===== config.mk =====
export PLATFORM = sky130hd
export DESIGN_NAME = pwm_timebase
export DESIGN_NICKNAME = d
export VERILOG_FILES = /design/src/rtl/pwm_tb_pkg.sv /design/src/rtl/pwm_tb_prescaler.sv /design/src/rtl/pwm_tb_period.sv /design/src/rtl/pwm_tb_counter.sv /design/src/rtl/pwm_timebase.sv
export SDC_FILE = /design/constraint.sdc
export NUM_CORES = 1
export LEC_CHECK = 0
export ABC_AREA = 1
export BUFFER_PORTS_ARGS = -buffer_cell sky130_fd_sc_hd__buf_2
export CAP_MARGIN = 30
export CORE_ASPECT_RATIO = 0.5
export CORE_MARGIN = 1.5
export CORE_UTILIZATION = 40
export CTS_BUF_LIST = sky130_fd_sc_hd__clkbuf_8
export CTS_CLUSTER_SIZE = 28
export DETAILED_ROUTE_END_ITERATION = 10
export PLACE_DENSITY = 0.64
export SETUP_SLACK_MARGIN = 0.15
export SLEW_MARGIN = 15
export SYNTH_ARGS = -nofsm -noshare
export SYNTH_HDL_FRONTEND = slang
export SYNTH_SLANG_ARGS = --single-unit

===== constraint.sdc =====
create_clock -name clk -period 3.9 [get_ports clk]
set_input_delay 0.78 -clock clk [delete_from_list [all_inputs] [get_ports clk]]
set_output_delay 0.78 -clock clk [all_outputs]
set_load 0.05 [all_outputs]

===== src/rtl/pwm_tb_pkg.sv =====
package pwm_tb_pkg;

  typedef enum logic [1:0] {
    CM_UP   = 2'b00,
    CM_DOWN = 2'b01,
    CM_UPDN = 2'b10,
    CM_FRZ  = 2'b11
  } cmode_e;

  typedef enum logic [1:0] {
    RM_HALT  = 2'b00,
    RM_CYCLE = 2'b01,
    RM_FREEA = 2'b10,
    RM_FREE  = 2'b11
  } rmode_e;

  typedef struct packed {
    rmode_e     run;
    logic [2:0] bdiv;
    logic [2:0] ldiv;
    logic       imm;
    cmode_e     mode;
  } cfg_t;

  function automatic cfg_t decode_cfg(input logic [15:0] w);
    cfg_t c;
    c.run  = rmode_e'(w[15:14]);
    c.bdiv = w[12:10];
    c.ldiv = w[9:7];
    c.imm  = w[3];
    c.mode = cmode_e'(w[1:0]);
    return c;
  endfunction

endpackage


===== src/rtl/pwm_tb_prescaler.sv =====
module pwm_tb_prescaler #(
  parameter int BW = 3,
  parameter int LW = 3
) (
  input  logic          clk,
  input  logic          rst,
  input  logic          clr,
  input  logic [BW-1:0] bsel,
  input  logic [LW-1:0] lsel,
  output logic          tick
);
  localparam int C1W = (1 << BW) - 1;
  localparam int C2W = LW + 1;

  logic [C1W-1:0] c1_q, c1_last;
  logic [C2W-1:0] c2_q, c2_last;
  logic           c1_end, c2_end;

  always_comb begin
    c1_last = C1W'((32'd1 << bsel) - 32'd1);
    c2_last = (lsel == '0) ? '0 : ({lsel, 1'b0} - C2W'(1));
  end

  assign c1_end = (c1_q == c1_last);
  assign c2_end = (c2_q == c2_last);
  assign tick   = c1_end && c2_end && !clr;

  always_ff @(posedge clk) begin
    if (rst || clr) begin
      c1_q <= '0;
      c2_q <= '0;
    end else if (c1_end) begin
      c1_q <= '0;
      c2_q <= c2_end ? '0 : c2_q + C2W'(1);
    end else begin
      c1_q <= c1_q + C1W'(1);
    end
  end

  assert_tick_spacing_R1 : assert property (@(posedge clk) disable iff (rst)
    (tick && !clr && ((c1_last != '0) || (c2_last != '0))) |=> !tick);

endmodule


===== src/rtl/pwm_tb_period.sv =====
module pwm_tb_period #(
  parameter int W = 16
) (
  input  logic         clk,
  input  logic         rst,
  input  logic         we,
  input  logic [W-1:0] wdata,
  input  logic         imm,
  input  logic         load,
  output logic [W-1:0] act_o
);
  logic [W-1:0] shd_q, act_q;

  always_ff @(posedge clk) begin
    if (rst) begin
      shd_q <= '0;
      act_q <= '0;
    end else begin
      if (we) shd_q <= wdata;
      if (we && imm)  act_q <= wdata;
      else if (load)  act_q <= shd_q;
    end
  end

  assign act_o = act_q;

  assert_imm_load_R8 : assert property (@(posedge clk) disable iff (rst)
    (we && imm) |=> (act_q == $past(wdata)));

  assert_shadow_hold_R9 : assert property (@(posedge clk) disable iff (rst)
    (!we && !load) |=> $stable(act_q));

endmodule


===== src/rtl/pwm_tb_counter.sv =====
module pwm_tb_counter
  import pwm_tb_pkg::*;
#(
  parameter int W = 16
) (
  input  logic         clk,
  input  logic         rst,
  input  logic         tick,
  input  cmode_e       mode,
  input  rmode_e       run,
  input  logic [W-1:0] act,
  output logic [W-1:0] cnt_o,
  output logic         zero_o,
  output logic         match_o,
  output logic         land_zero
);
  logic [W-1:0] cnt_q, nxt;
  logic         up_q, nup, allow, adv;

  always_comb begin
    nxt = cnt_q;
    nup = up_q;
    unique case (mode)
      CM_UP:   nxt = (cnt_q >= act) ? '0 : cnt_q + W'(1);
      CM_DOWN: nxt = (cnt_q == '0) ? act : cnt_q - W'(1);
      CM_UPDN: begin
        if (act == '0) begin
          nxt = '0;
        end else if (up_q) begin
          if (cnt_q >= act) begin
            nup = 1'b0;
            nxt = cnt_q - W'(1);
          end else begin
            nxt = cnt_q + W'(1);
          end
        end else begin
          if (cnt_q == '0) begin
            nup = 1'b1;
            nxt = cnt_q + W'(1);
          end else begin
            nxt = cnt_q - W'(1);
          end
        end
      end
      default: nxt = cnt_q;
    endcase
  end

  always_comb begin
    unique case (run)
      RM_HALT:  allow = 1'b0;
      RM_CYCLE: allow = (cnt_q != '0);
      default:  allow = 1'b1;
    endcase
  end

  assign adv       = tick && allow && (mode != CM_FRZ);
  assign land_zero = adv && (nxt == '0);

  always_ff @(posedge clk) begin
    if (rst) begin
      cnt_q   <= '0;
      up_q    <= 1'b1;
      zero_o  <= 1'b0;
      match_o <= 1'b0;
    end else begin
      zero_o  <= adv && (nxt == '0);
      match_o <= adv && (nxt == act);
      if (adv) begin
        cnt_q <= nxt;
        up_q  <= nup;
      end
    end
  end

  assign cnt_o = cnt_q;

  assert_freeze_hold_R5 : assert property (@(posedge clk) disable iff (rst)
    (mode == CM_FRZ) |=> ($stable(cnt_q) && !zero_o && !match_o));

  assert_halt_hold_R6 : assert property (@(posedge clk) disable iff (rst)
    (run == RM_HALT) |=> ($stable(cnt_q) && !zero_o && !match_o));

  assert_cycle_stop_R7 : assert property (@(posedge clk) disable iff (rst)
    (run == RM_CYCLE && cnt_q == '0) |=> (cnt_q == '0));

  assert_zero_strobe_R10 : assert property (@(posedge clk) disable iff (rst)
    zero_o |-> (cnt_q == '0));

endmodule


===== src/rtl/pwm_timebase.sv =====
module pwm_timebase
  import pwm_tb_pkg::*;
#(
  parameter int CNT_W = 16
) (
  input  logic             clk,
  input  logic             rst,
  input  logic             cfg_we,
  input  logic [15:0]      cfg_wdata,
  input  logic             prd_we,
  input  logic [CNT_W-1:0] prd_wdata,
  output logic [CNT_W-1:0] tb_count,
  output logic             tb_zero,
  output logic             tb_match
);
  logic [15:0]      cfg_q;
  cfg_t             cfg;
  logic             tick, land_zero;
  logic [CNT_W-1:0] act_prd;

  always_ff @(posedge clk) begin
    if (rst)         cfg_q <= '0;
    else if (cfg_we) cfg_q <= cfg_wdata;
  end

  assign cfg = decode_cfg(cfg_q);

  pwm_tb_prescaler #(.BW(3), .LW(3)) u_pre (
    .clk  (clk),
    .rst  (rst),
    .clr  (cfg_we),
    .bsel (cfg.bdiv),
    .lsel (cfg.ldiv),
    .tick (tick)
  );

  pwm_tb_period #(.W(CNT_W)) u_prd (
    .clk   (clk),
    .rst   (rst),
    .we    (prd_we),
    .wdata (prd_wdata),
    .imm   (cfg.imm),
    .load  (land_zero),
    .act_o (act_prd)
  );

  pwm_tb_counter #(.W(CNT_W)) u_cnt (
    .clk       (clk),
    .rst       (rst),
    .tick      (tick),
    .mode      (cfg.mode),
    .run       (cfg.run),
    .act       (act_prd),
    .cnt_o     (tb_count),
    .zero_o    (tb_zero),
    .match_o   (tb_match),
    .land_zero (land_zero)
  );

  assert_strobe_excl_R10 : assert property (@(posedge clk) disable iff (rst)
    (tb_zero && tb_match) |-> (act_prd == '0 || $past(act_prd) == '0 || prd_we || $past(prd_we)));

endmodule


# After elaboration in Yosys (flattened, before gate mapping)
# Cells that the tools add are included.
# totals
output_inout_bits	18
in_bits	36
ff_bits	78
# op_classes
n_bitwise	1
shifts	1
magnitude_cmp	1
n_mux	15
n_eq_ne	7
n_reduce_logical	19
addsub	6
# ops
op	count
$mux W16	8
$logic_not A16 Y1	3
$pmux W16 S3	1
$add A16 B1 Y16 const B	1
$eq A16 B16 Y1	1
$ge A16 B16 Y1	1
$reduce_bool A16 Y1	1
$sub A16 B1 Y16 const B	1
$mux W4	2
$add A7 B1 Y7 const B	1
$eq A7 B7 Y1	1
$logic_and A1 B1 Y1	7
$shl A1 B3 Y7 const A	1
$sub A7 B1 Y7 const B	1
$add A4 B1 Y4 const B	1
$eq A2 B1 Y1 const B	2
$eq A4 B4 Y1	1
$logic_not A2 Y1	2
$sub A4 B1 Y4 const B	1
$logic_not A3 Y1	1
$mux W1	3
$reduce_and A3 Y1	1
$eq A2 B2 Y1 const B	1
$ne A2 B2 Y1 const B	1
other kinds (6)	6

# Longest topological paths before layout
# logic_depth
word_depth	10
depth_mapped	25
ltp_nobuf	24

# Cells and area by module
# A second synthesis with hierarchy kept.
# hier_totals
hier_cells	1087
area_unflattened_um2	6361.1
# by_module_without_submodules
mod	cells_each	instances	seq_area_each_um2	area_per_inst_um2
pwm_tb_counter	678	1	380.4	3537.1
pwm_tb_period	203	1	640.6	1531.5
pwm_tb_prescaler	136	1	220.2	834.6
pwm_timebase	70	1	220.2	457.9

# Worst setup path before layout
# Ideal clock, no wire load.
# synth_path
path_type	flip-flop to flip-flop
from	reg u_cnt.cnt_q[0], in the netlist u_cnt.cnt_o[0]
to	reg u_prd.act_q[0], in the netlist u_prd.act_o[0]
required_time_ps	3785
stages_incl_launch_ff	21
setup_ps	115
t_arrival_ps	2855
setup_slack_ps	930
cell_sequence	dfxtp_1 -> inv_1 -> ha_1 -> nand4_1 -> nor2_1 -> nor2_1 -> nand2_1 -> nand2_1 -> nand2_2 -> buf_4 -> nand2_1 -> nand3_1 -> nand2_1 -> nand4_1 -> nor2_1 -> nand2_1 -> nor2_2 -> nand2_2 -> buf_6 -> a21oi_1 -> nor2_1
# synth_via
elab_chain_cells	8
word_cells_on_any_way	18
classes_between	add/sub: 2; order compare: 1; mux: 8; reduce/logical: 7
# synth_rtl
element	line	text
from (decl)	pwm_tb_counter.sv:17	logic [W-1:0] cnt_q, nxt;
from (signal assigned)	pwm_tb_counter.sv:70	cnt_q <= nxt;
$sub A16 B1 Y16 (tied with other cells)	pwm_tb_counter.sv:25, pwm_tb_counter.sv:32, pwm_tb_counter.sv:41	
$mux W16 (on tied branches)	pwm_tb_counter.sv:37, pwm_tb_counter.sv:30	
$mux W16	pwm_tb_counter.sv:29	end else if (up_q) begin
$mux W16	pwm_tb_counter.sv:27	if (act == '0) begin
$pmux W16 S3	pwm_tb_counter.sv:23	unique case (mode)
$logic_not A16 Y1	pwm_tb_counter.sv:58	assign land_zero = adv && (nxt == '0);
$logic_and A1 B1 Y1 (*)	pwm_tb_counter.sv:58	
$reduce_bool A2 Y1 (no source line) (*)	--	
to (signal assigned)	pwm_tb_period.sv:20	if (we && imm) act_q <= wdata;
to (signal assigned)	pwm_tb_period.sv:21	else if (load) act_q <= shd_q;
to (decl)	pwm_tb_period.sv:12	logic [W-1:0] shd_q, act_q;
# Mark *: on every way between the ends. The rest lies on a longest branch, timed or not.
# A chain may end at the register's enable or synchronous reset.

# Worst setup path after layout
# layout_path
from	reg u_cnt.cnt_q[0], in the netlist u_cnt.cnt_o[0]
to	reg u_prd.act_q[5], in the netlist u_prd.act_o[5]
# Same word-level chain as after synthesis.

==> impl_metrics.py <==
metrics = {
    "run_status": {
        "status": "complete, no violations",
    },
    "power": {
        "p_total_mw": 2.27,
        "p_switching_mw": 0.809,
        "p_sw_share_pct": 35.6,
        "p_int_mw": 1.46,
        "combPwrFrac_pct": 32.2,
        "power_density_nw_per_um2": 346,
        "ir_drop_mv": 0.251,
        "p_seq_share_pct": 35.7,
        "clkPwrFrac_pct": 32.2,
        "leakagePower_nw": 3.28,
    },
    "clock_network": {
        "cts_tree": "yes",
        "cts_hold_buf": 0,
        "postCtsSetupRepairBufs": 0,
        "clock_sinks": 73,
        "clk_latency_ns": 0.36,
        "clkSlewWorstSetupHoldPaths_ns": 0.08,
        "cts_buffers": 9,
        "ctsResizeCount": 0,
        "htreeDepth": 3,
        "ctsRootBufferMaster": "clkbuf_8",
        "cts.path.max_buffers": 2,
    },
    "cells_and_area": {
        "final_nets": 1045,
        "fin_util_pct": 47.3,
        "antennaDiodeCount": 0,
        "drive_gt1_share_pct": 15.8,
        "final_cell_mix": "224 x nand2_1, 145 x nor2_1, 88 x inv_1, 73 x dfxtp_1, 69 x nand3_1",
        "fill_cells": 1504,
        "final_area_um2": 6570,
        "area_growth_pct": 12.5,
        "final_common_cell": "nand2_1",
        "final_cells": 1184,
    },
    "floorplanning": {
        "die_area_um2": 15400,
        "ioPinCount": 54,
        "start_util_pct": 42.0,
        "fp-row-count": 30,
        "die_h_um": 88.4,
        "coreArea_um2": 13900,
        "die_w_um": 174,
    },
    "timing": {
        "finalSetupTns_ns": 0,
        "finalWorstSetupSlack_ns": 0.569,
        "slew_headroom_pct": 47.4,
        "min_period_ns": 3.33,
        "tightest_slew_ns": 0.786,
        "maxSlewViolCount": 0,
        "fin_hold_ws_ns": 0.446,
        "max_freq_mhz": 300,
        "finalSetupViolations": 0,
        "rsz0062_at_grt": "false",
        "hold_violations": 0,
        "finClkSkew_ns": 0.0114,
        "finalCritPeriodShare_pct": 85.4,
    },
    "synth": {
        "syn-instance-count": 938,
        "synth-seq-area-share_pct": 25.0,
        "ys_seq_elements": 73,
        "synth_edf_count": 0,
        "synth-main-ff-cell": "dfxtp_1",
        "synth_area_per_cell_um2": 6.22,
        "syn-num-nets": 996,
        "ys_types": 37,
        "yosysWarnings": 0,
        "async_flop_share_pct": 0,
        "syn_area_um2": 5840,
    },
    "grt": {
        "grt_pass1_wl_mm": 28.0,
        "grt_pass1_vias": 5518,
        "grt_overflow": 0,
        "grt_start_max_net_pins": 39,
        "grt_antenna_before_repair": 0,
        "grt_use_total_pct": 23.3,
    },
    "worst_hold_path": {
        "worstHoldPathType": "reg2reg",
    },
    "setup_path": {
        "cp_common_cell": "nand2_1",
        "path_depth": 18,
        "reg2reg_slack_ns": 0.57,
        "crit_end": "u_prd.act_o[5]$_SDFFE_PP0P_",
        "worstSetupPathType": "reg2reg",
        "critPathBufInv": 3,
        "path_delay_family": "simple AND/OR/NAND/NOR gates",
        "r2r-start": "u_cnt.cnt_o[0]$_SDFFE_PP0P_",
        "r2r_cells": 18,
        "cp_slowest_cell": "nand2_2",
        "start_kind": "flop",
        "crit_path_start": "u_cnt.cnt_o[0]$_SDFFE_PP0P_",
        "cpPeakStageDelay_ns": 0.46,
        "reg2reg_to": "u_prd.act_o[5]$_SDFFE_PP0P_",
        "cp_data_required_time_ns": 4.15,
        "crit_chain": "inv_1 -> buf_4 -> ha_1 -> nand2_2 -> nor2_4 -> nand2_2 -> nand3_1 -> nand2_1 -> a21oi_1 -> nand2_1 -> nand2_1 -> nand2_1 -> nand4_1 -> nor2_2 -> nand2_2 -> buf_12 -> a21oi_1 -> nor2_1",
        "crit_arrival_ns": 3.58,
        "critPathCaptureType": "flop",
        "crit_path_max_fanout": 32,
    },
    "placed_design": {
        "dp_hpwl_mm": 13.6,
        "dpl_cell_area_um2": 6320,
        "place_ws_ns": 0.664,
        "portBuffers": 48,
        "placed_cells": 1168,
        "gp_congestion": 0.965,
    },
    "route": {
        "vias": 6220,
        "postRouteWirelength_mm": 17.9,
        "first_iter_violations": 446,
        "first_pass_iters": 6,
        "drc": 0,
        "drtAntennaViolNets": 0,
        "vias_per_cell": 5.25,
        "wl_per_cell_um": 15.1,
    },
    "run": {
        "max-cap-violations": 0,
    },
}
==> layout make-up <==
class / instances / area (um2) / share of cell area (%)
Tap cell: 192 / 240 / 3.66
Clock buffer: 10 / 138 / 2.10
Clock inverter: 6 / 106 / 1.62
Timing Repair Buffer: 77 / 470 / 7.16
Inverter: 92 / 345 / 5.26
Sequential cell: 73 / 1460 / 22.3
Multi-Input combinational cell: 734 / 3800 / 57.9
==> cell families (layout without fill, tap and decap cells) <==
| kind of cell | count (synthesis) | in the layout | share of synthesized area, % |
|---|---|---|---|
| and+or+nand+nor | 518 | 518 | 40.0 |
| muxes | 16 | 16 | 3.09 |
| AOI/OAI and AO/OA | 153 | 153 | 13.6 |
| buffers and inverters | 131 | 185 | 9.80 |
| adders and majority gates | 22 | 22 | 4.72 |
| xor gates and xnor gates | 25 | 25 | 3.75 |
| DFF | 73 | 73 | 25.0 |
==> state kept, by name, summed over array words and instances, names as in the netlist <==
signal / cells
u_cnt.zero_o: 1
cfg_q: 11
u_prd.shd_q: 16
u_prd.act_o: 16
u_cnt.up_q: 1
u_pre.c2_q: 4
u_cnt.match_o: 1
u_cnt.cnt_o: 16
u_pre.c1_q: 7
==> power groups by stage <==
stage          clock [mW]  combinational [mW]  sequential, mW
5_1_grt             0.772               0.807           0.813
6_report            0.730               0.730           0.810
4_1_cts             0.741               0.718           0.808
2_1_floorplan           0               0.520           0.825
3_5_place_dp            0               0.715           0.826
3_3_place_gp            0               0.704           0.825
==> worst min-delay path by stage <==
stage | from | to | slack [ns] | depth (start not counted)
2_1_floorplan | u_pre.c1_q[0]$_SDFF_PP0_ | u_pre.c1_q[0]$_SDFF_PP0_ | 0.42 | 1
3_3_place_gp | u_pre.c1_q[0]$_SDFF_PP0_ | u_pre.c1_q[0]$_SDFF_PP0_ | 0.43 | 1
4_1_cts | u_pre.c1_q[0]$_SDFF_PP0_ | u_pre.c1_q[0]$_SDFF_PP0_ | 0.45 | 1
5_1_grt | u_pre.c1_q[0]$_SDFF_PP0_ | u_pre.c1_q[0]$_SDFF_PP0_ | 0.46 | 1
3_5_place_dp | u_pre.c1_q[0]$_SDFF_PP0_ | u_pre.c1_q[0]$_SDFF_PP0_ | 0.44 | 1
6_report | u_pre.c1_q[0]$_SDFF_PP0_ | u_pre.c1_q[0]$_SDFF_PP0_ | 0.45 | 1
==> per-layer routing <==
metal	up-vias	track usage [%]	share of wire [%]
met5	-	0	0
met4	0	7.68	1.8
met3	31	3.48	7.0
met2	224	37.7	42
met1	2819	32.1	49
li1	3146	-	-
==> synthesized netlist by cell type, drive strengths merged, types with 2 or more instances <==
cell type,n,area [um2]
a211oi,2,15.0
a21oi,68,344
and2,2,12.5
buf,23,166
clkbuf,16,60.1
clkinv,2,7.51
dfxtp,73,1460
ha,22,275
inv,90,338
mux2,16,180
nand2,234,901
nand3,84,495
nand3b,3,22.5
nand4,23,144
nor2,161,684
nor3,7,40.0
o211ai,6,45.0
o21ai,73,365
o22ai,2,12.5
or2,2,12.5
xnor2,3,26.3
xor2,22,193
Note: power is estimated with default switching activity, not from simulation.
